**config.mk**
```make
export PLATFORM = sky130hd
export DESIGN_NAME = statusRegGuard
export DESIGN_NICKNAME = d
export VERILOG_FILES = /design/src/rtl/srgPkg.sv /design/src/rtl/srgSync.sv /design/src/rtl/srgControl.sv /design/src/rtl/srgDatapath.sv /design/src/rtl/statusRegGuard.sv
export SDC_FILE = /design/constraint.sdc
export NUM_CORES = 1
export LEC_CHECK = 0
export ABC_AREA = 1
export BUFFER_PORTS_ARGS = -buffer_cell sky130_fd_sc_hd__buf_4
export CORE_AREA = 2 2 39 41
export CTS_BUF_LIST = sky130_fd_sc_hd__clkbuf_8
export DETAILED_ROUTE_END_ITERATION = 8
export DIE_AREA = 0 0 41 43
export HOLD_SLACK_MARGIN = 0.12
export PLACE_DENSITY = 0.62
export SLEW_MARGIN = 10
export SYNTH_ARGS = -nofsm -noshare
export SYNTH_HDL_FRONTEND = slang
export SYNTH_SLANG_ARGS = --single-unit
```
**constraint.sdc**
```tcl
create_clock -name clk -period 2.85 [get_ports clk]
set_clock_uncertainty 0.15 [all_clocks]
set_input_delay 0.1425 -clock clk [delete_from_list [all_inputs] [get_ports clk]]
set_output_delay 0.1425 -clock clk [all_outputs]
set_load 0.02 [all_outputs]
```
**src/rtl/srgPkg.sv**
```systemverilog
package srgPkg;
  localparam int REG_W   = 8;
  localparam int RO_W    = 4;
  localparam int BPL_POS = 7;
  localparam int BP1_POS = 3;
  localparam int BP0_POS = 2;
  localparam int WEL_POS = 1;

  typedef struct packed {
    logic loadReg;
    logic setWel;
    logic clearWel;
    logic accept;
    logic reject;
  } srgStrobes_t;
endpackage

```
**src/rtl/srgSync.sv**
```systemverilog
module srgSync #(
  parameter int  STAGES    = 2,
  parameter logic RESET_VAL = 1'b0
) (
  input  logic clk,
  input  logic rstN,
  input  logic dIn,
  output logic dOut
);
  logic [STAGES-1:0] chain;

  generate
    if (STAGES == 1) begin : g_single
      always_ff @(posedge clk or negedge rstN) begin
        if (!rstN) chain <= RESET_VAL;
        else       chain <= dIn;
      end
    end else begin : g_multi
      always_ff @(posedge clk or negedge rstN) begin
        if (!rstN) chain <= {STAGES{RESET_VAL}};
        else       chain <= {chain[STAGES-2:0], dIn};
      end
    end
  endgenerate

  assign dOut = chain[STAGES-1];
endmodule

```
**src/rtl/srgControl.sv**
```systemverilog
module srgControl
  import srgPkg::*;
#(
  parameter int SYNC_STAGES = 2
) (
  input  logic        clk,
  input  logic        rstN,
  input  logic        wrReq,
  input  logic        setWelReq,
  input  logic        wpPinN,
  input  logic        curBpl,
  input  logic        curWel,
  output srgStrobes_t strobes
);
  logic wpLevel;
  logic allowed;

  srgSync #(.STAGES(SYNC_STAGES), .RESET_VAL(1'b0)) wpSync_i (
    .clk (clk),
    .rstN(rstN),
    .dIn (wpPinN),
    .dOut(wpLevel)
  );

  // Pin high lifts the lock; pin low defers to the lock-down bit.
  always_comb begin
    allowed          = curWel && (wpLevel || !curBpl);
    strobes.loadReg  = wrReq && allowed;
    strobes.accept   = wrReq && allowed;
    strobes.reject   = wrReq && !allowed;
    strobes.clearWel = wrReq;
    strobes.setWel   = setWelReq && !wrReq;
  end
endmodule

```
**src/rtl/srgDatapath.sv**
```systemverilog
module srgDatapath
  import srgPkg::*;
(
  input  logic              clk,
  input  logic              rstN,
  input  srgStrobes_t       strobes,
  input  logic [REG_W-1:0]  wrData,
  input  logic [RO_W-1:0]   roStatus,
  output logic [REG_W-1:0]  statusOut,
  output logic              curBpl,
  output logic              curWel,
  output logic              wrAccept,
  output logic              wrReject
);
  logic bplQ, bp1Q, bp0Q, welQ;
  logic accQ, rejQ;
  logic unusedData;

  assign unusedData = ^{wrData[6:4], wrData[1:0]};

  always_ff @(posedge clk or negedge rstN) begin
    if (!rstN) begin
      bplQ <= 1'b0;
      bp1Q <= 1'b1;
      bp0Q <= 1'b1;
    end else if (strobes.loadReg) begin
      bplQ <= wrData[BPL_POS];
      bp1Q <= wrData[BP1_POS];
      bp0Q <= wrData[BP0_POS];
    end
  end

  always_ff @(posedge clk or negedge rstN) begin
    if (!rstN)                 welQ <= 1'b0;
    else if (strobes.clearWel) welQ <= 1'b0;
    else if (strobes.setWel)   welQ <= 1'b1;
  end

  always_ff @(posedge clk or negedge rstN) begin
    if (!rstN) begin
      accQ <= 1'b0;
      rejQ <= 1'b0;
    end else begin
      accQ <= strobes.accept;
      rejQ <= strobes.reject;
    end
  end

  always_comb begin
    statusOut          = '0;
    statusOut[BPL_POS] = bplQ;
    statusOut[6:4]     = roStatus[3:1];
    statusOut[BP1_POS] = bp1Q;
    statusOut[BP0_POS] = bp0Q;
    statusOut[WEL_POS] = welQ;
    statusOut[0]       = roStatus[0];
  end

  assign curBpl   = bplQ;
  assign curWel   = welQ;
  assign wrAccept = accQ;
  assign wrReject = rejQ;
endmodule

```
**src/rtl/statusRegGuard.sv**
```systemverilog
module statusRegGuard
  import srgPkg::*;
#(
  parameter int SYNC_STAGES = 2
) (
  input  logic             clk,
  input  logic             rstN,
  input  logic             wrReq,
  input  logic [REG_W-1:0] wrData,
  input  logic             setWel,
  input  logic             wpPinN,
  input  logic [RO_W-1:0]  roStatus,
  output logic [REG_W-1:0] statusOut,
  output logic             wrAccept,
  output logic             wrReject
);
  srgStrobes_t strobes;
  logic        curBpl;
  logic        curWel;

  srgControl #(.SYNC_STAGES(SYNC_STAGES)) ctrl_i (
    .clk      (clk),
    .rstN     (rstN),
    .wrReq    (wrReq),
    .setWelReq(setWel),
    .wpPinN   (wpPinN),
    .curBpl   (curBpl),
    .curWel   (curWel),
    .strobes  (strobes)
  );

  srgDatapath dp_i (
    .clk      (clk),
    .rstN     (rstN),
    .strobes  (strobes),
    .wrData   (wrData),
    .roStatus (roStatus),
    .statusOut(statusOut),
    .curBpl   (curBpl),
    .curWel   (curWel),
    .wrAccept (wrAccept),
    .wrReject (wrReject)
  );
endmodule

```
==> impl_metrics.yaml <==
status:
  status: "complete, no violations"
final_layout:
  syn_to_final_growth_pct: 53.3
  fillers: 144
  nets: 67
  multi_input_area_um2: 72.6
  fin_util: 0.380
  seqCellArea_um2: 203
  final_cell_area_um2: 526
  diodes: 0
  drive_above_1_share: 0.408
synth:
  yosys.area_share.simple: 0.190
  synthFlopType: "dfrtp_1"
  synth_top_family_by_area: "buffers and inverters"
  synth_top_area_share: 0.438
  synth_compound_area_frac: 0.0219
  yosys-top-cells-area: "dfrtp_1 44%, buf_4 18%, dfstp_2 15%"
  synthDistinctLibCells: 10
  synth_nets: 49
  synth-edff-count: 0
  synthCells: 32
  avgSynthCellArea_um2: 10.7
  async_reset_ff_frac: 1.00
  synthMuxAreaShare: 0
  ys_top_cells_by_count: "8 x buf_4, 6 x dfrtp_1, 6 x nand2_1"
  synth_adder_area_share: 0
  netlist.top_cell.by_area: "dfrtp_1"
  synth_most_common_cell: "buf_4"
  synth-seq-area-share: 0.591
  ys_warn_count: 0
  yosys_register_bits: 8
  synth-xor-area-share: 0
  syn_area_um2: 343
die:
  start_util: 0.248
  die_h_um: 43
  die_w_um: 41
  rows: 14
  die_area_mm2: 0.00176
  coreArea_mm2: 0.00138
  ios: 27
clock_network:
  clkTransAtPathRegs_ns: 0.04
  numClockSinks: 8
  clockBufferDepth: 2
  cts_tree: "done"
  cts-buffers-inserted: 3
  htree_levels: 1
  root_buffer: "clkbuf_8"
  clkLatencyLatePin_ns: 0.23
pwr:
  power_w: 0.000349
  swShare: 0.255
  p_seq_frac: 0.404
  vdd.ir_drop.worst_mv: 0.228
  p_int_w: 0.000260
  p_leak_nw: 0.270
  power_density_mw_per_mm2: 665
  clockPowerShare: 0.399
  combPwrFrac: 0.197
  p_sw_w: 0.0000891
placement:
  placed_cell_area_um2: 400
  dpl.hpwl_um: 381
  port_buffers: 13
  gp_congestion: 0.737
drt:
  drc_errors: 0
  first_pass_iters: 4
  vias: 262
  drtAntennaViolNets: 0
  routed_wl_um: 594
  drtIter0Drc: 6
  vias_per_cell: 4.03
  drt-wirelength-per-cell_um: 9.14
global_routing:
  grt_pass1_wl_um: 903
  grt_antenna_before_repair: 0
  grt_max_degree: 8
  grt_pass1_vias: 232
  gr-usage-all-layers: 0.0904
  grt_overflow_total: 0
critical_path:
  end_kind: "register"
  rr_endpoint: "dp_i.curWel"
  path_class: "input pin to register"
  required_ns: 2.87
  ff2ff_path_depth: 3
  path_max_fanout: 6
  critPathArrivalTime_ns: 1.45
  reg2reg_slack_ns: 1.44
  critPathLaunchType: "input pin"
  r2r_start: "dp_i.curWel"
timing:
  rsz0062_at_grt: "no"
  tightest_slew_ns: 0.288
  slew_headroom: 0.807
  hold_violations: 0
  timing.final.crit_share: 0.503
  layout_min_cycle_time_ns: 1.43
  whs_ns: 0.135
  slew_viol_final: 0
  tns_ns: 0
  setup_viol: 0
  fmax_mhz: 697
hold_path:
  holdPathStages: 0
  min_to: "statusOut[4]"
  hp-start: "roStatus[1]"
  hold_path_class: "input pin to output port"
run:
  cap_violations: 0
state kept, by name, indices dropped and copies added (netlist names):
name	flops
ctrl_i.wpSync_i.chain	2
dp_i.bp0Q	1
dp_i.bp1Q	1
dp_i.curBpl	1
dp_i.curWel	1
dp_i.wrAccept	1
dp_i.wrReject	1
timing repair:
item,4_1_cts,5_1_grt
setup buffers,0,0
hold buffers,8,0
resized for setup,0,0
endpoints found under the hold margin,15,0
layer usage:
| metal | wire [µm] | vias up | global-route usage | share of wire |
|---|---|---|---|---|
| li1 | - | 129 | - | - |
| met1 | 241 | 115 | 0.0933 | 0.41 |
| met2 | 250 | 15 | 0.0969 | 0.42 |
| met3 | 85 | 3 | 0.0942 | 0.14 |
| met4 | 17 | 0 | 0.0800 | 0.029 |
| met5 | 0 | - | 0 | 0 |
worst max-delay path, stage by stage:
cell and delay (ns):
dlygate4sd3_1 0.53, buf_4 0.15, nor2_1 0.09, dlygate4sd3_1 0.54
metrics by stage:
| step | setup slack [ns] | std cells |
|---|---|---|
| 3_5_place_dp | 1.84 | 53 |
| 5_1_grt | 1.37 | 65 |
| 3_3_place_gp | 1.85 | 53 |
| 2_1_floorplan | 1.92 | 32 |
| 4_1_cts | 1.42 | 65 |
| 6_report | 1.42 | 65 |
cell usage in the layout, fill, tap and decap left out:
| cell type | n |
|---|---|
| nor2_1 | 2 |
| nand4_1 | 3 |
| nand2_2 | 1 |
| nand2_1 | 6 |
| clkbuf_8 | 3 |
| dfstp_2 | 2 |
| inv_1 | 3 |
| a21boi_0 | 1 |
| buf_4 | 13 |
| dfrtp_1 | 6 |
| nand3_2 | 1 |
| dlygate4sd3_1 | 8 |
cells by family after synthesis:
| family | after synthesis |
|---|---|
| AND/OR/NAND/NOR | 13 |
| buffers and inverters | 10 |
| flip-flops | 8 |
| AO/OA/AOI/OAI | 1 |
cell type report:
type / instances / share of cell area
well taps: 16 / 0.0381
repair buffers: 21 / 0.338
clock inverters: 1 / 0.00714
multi-input cells: 14 / 0.138
clock buffers: 3 / 0.0786
inverters: 2 / 0.0143
flip-flops and latches: 8 / 0.386
power groups by stage:
stage | sequential (W) | combinational (W) | clock (W)
3_5_place_dp | 0.000143 | 0.0000606 | 0
4_1_cts | 0.000142 | 0.0000696 | 0.000145
6_report | 0.000141 | 0.0000690 | 0.000139
5_1_grt | 0.000143 | 0.0000756 | 0.000152
2_1_floorplan | 0.000143 | 0.0000501 | 0
3_3_place_gp | 0.000142 | 0.0000603 | 0
how the worst max path moves through the flow:
stage | startpoint | end | slack, ns | depth (start not counted)
detailed placement | dp_i.curBpl | dp_i.curBpl | 1.84 | 4
finish | wrReq | dp_i.curWel | 1.42 | 4
global placement | dp_i.curBpl | dp_i.curBpl | 1.85 | 4
CTS | wrReq | dp_i.curWel | 1.42 | 4
global route | wrReq | dp_i.curWel | 1.37 | 4
floorplan | dp_i.curBpl | dp_i.curBpl | 1.92 | 4
(Power assumes the default switching activity.)
